### src/rtl/fmax_pkg.sv
package fmax_pkg;
   // Per-operand classification produced by fmax_classify
   typedef struct packed {
      logic sign;
      logic is_nan;
      logic is_snan;
      logic is_zero;
   } fp_class_t;
endpackage

### src/rtl/fmax_classify.sv
module fmax_classify
   import fmax_pkg::*;
#(
   parameter int EXP_W  = 11,
   parameter int FRAC_W = 52
) (
   input  logic [EXP_W+FRAC_W:0] op,
   output fp_class_t             cls
);
   localparam int W = 1 + EXP_W + FRAC_W;

   logic [EXP_W-1:0]  exp_f;
   logic [FRAC_W-1:0] frac_f;
   logic              exp_ones;
   logic              frac_nz;

   assign exp_f    = op[W-2 -: EXP_W];
   assign frac_f   = op[FRAC_W-1:0];
   assign exp_ones = &exp_f;
   assign frac_nz  = |frac_f;

   always_comb begin
      cls.sign    = op[W-1];
      cls.is_nan  = exp_ones && frac_nz;
      // fraction MSB clear marks a signaling NaN
      cls.is_snan = exp_ones && frac_nz && !frac_f[FRAC_W-1];
      cls.is_zero = (exp_f == '0) && !frac_nz;
   end
endmodule

### src/rtl/fmax_quiet_cmp.sv
module fmax_quiet_cmp
   import fmax_pkg::*;
#(
   parameter int EXP_W  = 11,
   parameter int FRAC_W = 52
) (
   input  logic [EXP_W+FRAC_W:0] x,
   input  logic [EXP_W+FRAC_W:0] y,
   input  fp_class_t             cls_x,
   input  fp_class_t             cls_y,
   output logic                  x_lt_y,
   output logic                  x_eq_y
);
   localparam int W     = 1 + EXP_W + FRAC_W;
   localparam int MAG_W = W - 1;

   logic [MAG_W-1:0] mag_x, mag_y;
   logic             any_nan, both_zero, lt_raw, eq_raw;

   assign mag_x     = x[MAG_W-1:0];
   assign mag_y     = y[MAG_W-1:0];
   assign any_nan   = cls_x.is_nan || cls_y.is_nan;
   assign both_zero = cls_x.is_zero && cls_y.is_zero;

   always_comb begin
      if (both_zero)
         lt_raw = 1'b0;
      else if (cls_x.sign != cls_y.sign)
         lt_raw = cls_x.sign;
      else if (!cls_x.sign)
         lt_raw = mag_x < mag_y;
      else
         lt_raw = mag_x > mag_y;
      eq_raw = both_zero || (x == y);
   end

   // unordered operands compare neither less nor equal
   assign x_lt_y = lt_raw && !any_nan;
   assign x_eq_y = eq_raw && !any_nan;
endmodule

### src/rtl/fmax_select.sv
module fmax_select
   import fmax_pkg::*;
#(
   parameter int EXP_W  = 11,
   parameter int FRAC_W = 52
) (
   input  logic [EXP_W+FRAC_W:0] src1,
   input  logic [EXP_W+FRAC_W:0] src2,
   input  fp_class_t             cls1,
   input  fp_class_t             cls2,
   input  logic                  src2_lt_src1,
   input  logic                  src2_eq_src1,
   output logic [EXP_W+FRAC_W:0] res,
   output logic                  invalid
);
   localparam int W = 1 + EXP_W + FRAC_W;
   localparam logic [W-1:0] CANON_NAN =
      {1'b0, {EXP_W{1'b1}}, 1'b1, {(FRAC_W-1){1'b0}}};

   logic take_src1;

   // equal with negative second source: first source wins (+0 over -0)
   assign take_src1 = src2_lt_src1 || (src2_eq_src1 && cls2.sign);

   always_comb begin
      if (cls1.is_nan && cls2.is_nan)
         res = CANON_NAN;
      else if (cls2.is_nan)
         res = src1;
      else if (cls1.is_nan)
         res = src2;
      else if (take_src1)
         res = src1;
      else
         res = src2;
      invalid = cls1.is_snan || cls2.is_snan;
   end
endmodule

### src/rtl/fmax_d_unit.sv
module fmax_d_unit
   import fmax_pkg::*;
#(
   parameter int EXP_W      = 11,
   parameter int FRAC_W     = 52,
   parameter bit REGISTERED = 1'b1
) (
   input  logic                  clk,
   input  logic                  rst_n,
   input  logic                  use_int_src,
   input  logic [EXP_W+FRAC_W:0] fp_src1,
   input  logic [EXP_W+FRAC_W:0] fp_src2,
   input  logic [EXP_W+FRAC_W:0] int_src1,
   input  logic [EXP_W+FRAC_W:0] int_src2,
   output logic [EXP_W+FRAC_W:0] max_out,
   output logic                  invalid_out
);
   localparam int W = 1 + EXP_W + FRAC_W;
   localparam logic [W-1:0] CANON_NAN =
      {1'b0, {EXP_W{1'b1}}, 1'b1, {(FRAC_W-1){1'b0}}};

   initial begin
      assert (EXP_W >= 2) else $error("EXP_W must be at least 2");
      assert (FRAC_W >= 2) else $error("FRAC_W must be at least 2");
   end

   logic [W-1:0] ops [2];
   fp_class_t    cls [2];
   logic         s2_lt_s1, s2_eq_s1;
   logic [W-1:0] res_c;
   logic         inv_c;

   // register-source selection
   assign ops[0] = use_int_src ? int_src1 : fp_src1;
   assign ops[1] = use_int_src ? int_src2 : fp_src2;

   for (genvar g = 0; g < 2; g++) begin : g_cls
      fmax_classify #(.EXP_W(EXP_W), .FRAC_W(FRAC_W)) u_cls (
         .op  (ops[g]),
         .cls (cls[g])
      );
   end

   fmax_quiet_cmp #(.EXP_W(EXP_W), .FRAC_W(FRAC_W)) u_cmp (
      .x      (ops[1]),
      .y      (ops[0]),
      .cls_x  (cls[1]),
      .cls_y  (cls[0]),
      .x_lt_y (s2_lt_s1),
      .x_eq_y (s2_eq_s1)
   );

   fmax_select #(.EXP_W(EXP_W), .FRAC_W(FRAC_W)) u_sel (
      .src1         (ops[0]),
      .src2         (ops[1]),
      .cls1         (cls[0]),
      .cls2         (cls[1]),
      .src2_lt_src1 (s2_lt_s1),
      .src2_eq_src1 (s2_eq_s1),
      .res          (res_c),
      .invalid      (inv_c)
   );

   if (REGISTERED) begin : g_reg
      logic [W-1:0] res_q;
      logic         inv_q;

      always_ff @(posedge clk) begin
         if (!rst_n) begin
            res_q <= '0;
            inv_q <= 1'b0;
         end else begin
            res_q <= res_c;
            inv_q <= inv_c;
         end
      end

      assign max_out     = res_q;
      assign invalid_out = inv_q;

      assert_two_nan_canon_R4: assert property (@(posedge clk) disable iff (!rst_n)
         (cls[0].is_nan && cls[1].is_nan) |=> (max_out == CANON_NAN));

      assert_snan_flag_R6: assert property (@(posedge clk) disable iff (!rst_n)
         (cls[0].is_snan || cls[1].is_snan) |=> invalid_out);

      assert_no_snan_no_flag_R6: assert property (@(posedge clk) disable iff (!rst_n)
         !(cls[0].is_snan || cls[1].is_snan) |=> !invalid_out);

      assert_one_nan_other_R5: assert property (@(posedge clk) disable iff (!rst_n)
         (cls[0].is_nan && !cls[1].is_nan) |=> (max_out == $past(ops[1])));

      assert_zero_pair_R3: assert property (@(posedge clk) disable iff (!rst_n)
         (cls[0].is_zero && cls[1].is_zero && (cls[0].sign != cls[1].sign))
         |=> (max_out == '0));
   end else begin : g_comb
      assign max_out     = res_c;
      assign invalid_out = inv_c;
   end
endmodule

### config.mk
export PLATFORM = sky130hd
export DESIGN_NAME = fmax_d_unit
export DESIGN_NICKNAME = d
export VERILOG_FILES = /design/src/rtl/fmax_pkg.sv /design/src/rtl/fmax_classify.sv /design/src/rtl/fmax_quiet_cmp.sv /design/src/rtl/fmax_select.sv /design/src/rtl/fmax_d_unit.sv
export SDC_FILE = /design/constraint.sdc
export NUM_CORES = 1
export LEC_CHECK = 0
export BUFFER_PORTS_ARGS = -buffer_cell sky130_fd_sc_hd__buf_4
export CELL_PAD_IN_SITES_DETAIL_PLACEMENT = 1
export CELL_PAD_IN_SITES_GLOBAL_PLACEMENT = 1
export CORE_MARGIN = 2
export CORE_UTILIZATION = 37
export CTS_BUF_LIST = sky130_fd_sc_hd__clkbuf_4
export CTS_CLUSTER_DIAMETER = 80
export DETAILED_ROUTE_END_ITERATION = 10
export GPL_TIMING_DRIVEN = 0
export PLACE_DENSITY_LB_ADDON = 0.1
export SYNTH_ARGS = -nofsm -noshare
export SYNTH_HDL_FRONTEND = slang
export SYNTH_HIERARCHICAL = 1
export SYNTH_SLANG_ARGS = --single-unit
### constraint.sdc
create_clock -name clk -period 5.5 [get_ports clk]
set_input_delay 0.275 -clock clk [delete_from_list [all_inputs] [get_ports clk]]
set_output_delay 0.275 -clock clk [all_outputs]
set_load 0.05 [all_outputs]
* Word-level counts from Yosys, hierarchy flattened
Index checks and enable logic that the tools add are counted.
** Word-level totals
- Bits of input ports :: 259
- Word-level logic and storage cells :: 44
- Register bits after elaboration :: 65
- Output and inout bits :: 65
** Operators by class
- Bitwise gates (word level) :: 1
- Order comparisons :: 2
- Multiplexer cells :: 9
- Equal/unequal tests :: 2
- Reduce and logical (&&, ||, !) cells :: 27
** Operator list (number)
- two-way mux 64 bit :: 5
- OR reduction 52 bit :: 2
- == test 64 bit :: 1
- greater-than comparator 63 bit :: 1
- < comparator 63 bit :: 1
- two-way mux 63 bit :: 1
- logical NOT 11 bit :: 2
- AND reduction 11 bit :: 2
- logical AND 1 bit :: 11
- logical NOT 1 bit :: 5
- logical OR 1 bit :: 4
- two-way mux 1 bit :: 3
- OR reduction 2 bit :: 1
- inequality test 1 bit :: 1
- NOT 1 bit :: 1

* Logic depth before layout (Yosys ltp)
- Word-level depth :: 13
- Gate-level depth with buffers :: 18
- Mapped depth without buffers :: 14

* Modules after synthesis
Netlist, hierarchy kept.
** Modules (own cells, without submodules)
- fmax_d_unit :: area an instance 3359.5 um^2, sequential area each 1301.2 um^2, cells an instance 279, times used 1
- fmax_quiet_cmp :: area an instance 1672.9 um^2, sequential area each 0.0 um^2, cells an instance 232, times used 1
- fmax_select :: area an instance 747.0 um^2, sequential area each 0.0 um^2, cells an instance 84, times used 1
- fmax_classify :: area an instance 197.7 um^2, sequential area each 0.0 um^2, cells an instance 30, times used 2

* Least setup slack after synthesis
Ideal clock, no wire load.
- Kind :: input-to-reg
- Start point :: input use_int_src
- End point :: register g_reg.res_q[10] (netlist: max_out[10])
- Required time :: 5.385 ns
- Path buffers :: 3
- Setup time :: 0.115 ns
- Arrival :: 3.270 ns
- Stages :: 17
- Setup slack :: 2.115 ns
- Path through :: buf_6 -> clkbuf_8 -> mux2_2 -> inv_1 -> ha_1 -> a21oi_2 -> o21ai_1 -> a221oi_1 -> o311ai_0 -> a2111oi_2 -> o21ai_1 -> o211a_1 -> a211oi_2 -> nor2_2 -> buf_6 -> a22o_1 -> and2_1
** RTL lines
- from (decl) :: line fmax_d_unit.sv:10 : input logic use_int_src,
- to (signal assigned) :: line fmax_d_unit.sv:73 : res_q <= res_c;
- to (decl) :: line fmax_d_unit.sv:65 : logic [W-1:0] res_q;

==> results.md <==
* TritonCTS clock tree: built
* Row count at 47
* PortBufs at 321
* Hold crit path type: input port to flip-flop
* CP Launch Type: input port
* CTS max path bufs at 2
* Worst-Margin Slew at 0.712 ns
* Largest net degree at the start of global routing at 12
* Synth Register Bits at 65
* Design Power at 2.02 mW
* Syn-to-layout area delta at 46.1%
* Non-Filler Instances at 1,213
* Initial antenna violation count at 1
* Die H at 133 µm
* Top post-synthesis cells by area: mux2_2, dfxtp_1, ha_1
* CP peak stage delay at 0.42 ns
* YS warnings at 6
* Die area at 0.0177 mm²
* Final Hold Vio Count at 0
* Routed vias/inst at 5.24
* Period Utilization, post-route at 64.4%
* CP Capture Type: flip-flop
* H-tree levels at 3
* Total grt overflow at 0
* Setup TNS at 0 ns
* IO Count at 324
* Clock tree sinks at 65
* Area after DPL at 0.00886 mm²
* CP max FO at 10
* Pins Over Slew Limit at 0
* DP Cell Count at 1,196
* Filler cells at 1,965
* Max_cap viols at 0
* WL/cell at 18.7 µm
* Final core utilization at 54.8%
* Area of the multi-input gates at 0.00427 mm²
* Post-route DRC at 0
* Top cell type's share of synthesized area at 23.3%
* DRT iter0 DRCs at 228
* Area taken by flip-flops and latches at 0.00130 mm²
* Setup crit start: use_int_src
* Switch share at 40.2%
* Post-synth EDFFs at 0
* Gate Count Post-Synth at 655
* Register share of total power at 27.2%
* Final Wtd Congestion at 0.844
* GRT Overall Usage at 25.1%
* Core ar. at 0.0165 mm²
* Clk pwr share at 19.2%
* Largest area contributor in the netlist: mux2_2
* NetSw at 812 µW
* First-pass GRT wire length at 35,100 µm
* Critical path's slowest cell: mux2_2
* Vias in the first global route at 6,780
* Worst setup path end: max_out[28]
* Main flop type after synthesis: dfxtp_1
* Worst path cell trace: clkbuf_8 > buf_6 > mux2_2 > ha_1 > nand4_1 > nor4_4 > nand4_1 > nor2_2 > and3_1 > a22oi_1 > nor3_2 > a211oi_2 > nor2_2 > buf_6 > a22o_1 > and2_1
* Comb power frac at 53.6%
* Fin nets at 1,309
* Setup violations, final at 0
* Peak supply drop at 120 µV
* Ratio of cells with drive above 1 in the final layout at 51.7%
* Post-CTS sizing at 0
* Final ANT Viol Nets at 0
* Pint at 1.21 mW
* Initial cell density of the core at 37.5%
* Sequential cell area fraction in the yosys report at 21.1%
* Setup Buffers After CTS at 0
* Unrepaired setup endpoints after global routing: false
* Post-DP HPWL at 19,200 µm
* 1st-pass router iterations at 6
* Vias post-DR at 6,360
* Syn_area_per_cell at 9.43 µm²
* Min Tclk post-route at 3.54 ns
* Post-route cell area at 0.00902 mm²
* Hold Startpoint: rst_n
* Unique cell type count in the Yosys netlist at 51
* Max Fclk at 282 MHz
* Worst Path Arrival at 3.93 ns
* Pwr dens at 224 mW/mm²
* Syn Nets at 977
* Hold_buf cts at 0
* Ys async rst share at 0%
* CTS clock-pin slew for the worst setup and hold paths at 0.12 ns
* Crit Path Class: input port to flip-flop
* Outcome: completed
* Root Buffer: clkbuf_4
* Synth Cell Area at 0.00617 mm²
* Die X at 133 µm
* Final WL at 22,700 µm
* Required time worst endpoint at 5.89 ns
* Max-slew headroom at 52.2%
* Lkg Pwr at 4.40 nW
* Num CTS Buffers at 9
-- layout make-up --
type | instances | area share (%)
Antenna cell | 1 | 0.0277
Buffer | 36 | 3.97
Clock buffer | 10 | 0.832
Clock inverter | 6 | 0.916
Inverter | 66 | 2.75
Multi-Input combinational cell | 488 | 47.3
Sequential cell | 65 | 14.4
Tap cell | 220 | 3.05
Timing Repair Buffer | 321 | 26.7
-- routing by layer --
layer | up-vias | global-route usage (%) | wire [µm] | part of all wire (%)
li1 | 3084 | - | - | -
met1 | 3040 | 29.1 | 9250 | 41
met2 | 210 | 47.0 | 11700 | 52
met3 | 26 | 4.53 | 1360 | 6.0
met4 | 0 | 7.45 | 368 | 1.6
met5 | - | 0 | 0 | 0
-- critical path: cells and delay by family --
kind                       cells  cell delay (ns)
and+or+nand+nor                8             1.99
buffers and inverters          3             0.55
AOI/OAI and AO/OA              3             0.35
adders and majority gates      1             0.30
muxes                          1             0.42
-- cells by family (layout without fill, tap and decap cells) --
| family | count (synthesis) | in the layout | share of synthesized area [%] |
|---|---|---|---|
| muxes | 128 | 128 | 23.3 |
| other | 0 | 1 | 0 |
| DFF | 65 | 65 | 21.1 |
| and+or+nand+nor | 179 | 179 | 18.0 |
| buffers and inverters | 102 | 439 | 9.81 |
| adders and majority gates | 63 | 63 | 12.8 |
| AOI/OAI and AO/OA | 117 | 117 | 14.8 |
| xor gates and xnor gates | 1 | 1 | 0.142 |
-- layout by cell type (no fill, tap or decap), types with 5 or more instances in the layout --
cell type,count
and2_1,65
inv_1,66
nand2_1,21
o21ai_0,5
buf_2,6
nor2_1,7
buf_4,325
dfxtp_1,65
o22a_1,12
mux2_2,128
nor3_1,8
a21oi_1,23
clkbuf_4,10
clkbuf_8,8
nor4_1,28
buf_6,16
nand3_1,10
nand4_1,16
and4_1,6
ha_1,63
a22o_1,52
-- how the worst min path moves through the flow --
stage | endpoint | slack [ns] | cells past startpoint
detailed placement | max_out[4] | 0.71 | 2
CTS | max_out[4] | 0.20 | 2
global route | max_out[3] | 0.22 | 2
finish | max_out[4] | 0.24 | 2
global placement | max_out[1] | 0.69 | 2
floorplan | max_out[0] | 0.60 | 2
-- flip-flops by register name, indices dropped and copies added (netlist names) --
register,cells
invalid_out,1
max_out,64
-- power groups by stage --
| stage | clock [mW] | combinational (mW) | sequential, mW |
|---|---|---|---|
| after global placement | 0 | 1.07 | 0.559 |
| after floorplan | 0 | 0.484 | 0.781 |
| after CTS | 0.398 | 1.09 | 0.551 |
| final | 0.389 | 1.08 | 0.550 |
| after detailed placement | 0 | 1.08 | 0.561 |
| after global routing | 0.413 | 1.17 | 0.557 |
-- stage by stage --
step	worst slack [ns]	hold slack, ns
2_1_floorplan	2.12	0.597
3_3_place_gp	1.49	0.691
3_5_place_dp	1.47	0.710
4_1_cts	1.96	0.203
5_1_grt	1.72	0.222
6_report	1.96	0.238
-- synth_stat cells (12+ instances only) --
library cell and n:
a21oi_1 23, and2_1 65, a22o_1 52, inv_1 66
nor4_1 28, nand4_1 16, nand2_1 21, o22a_1 12
buf_6 16, mux2_2 128, ha_1 63, dfxtp_1 65
No activity file was read; power rests on OpenSTA's default activity.
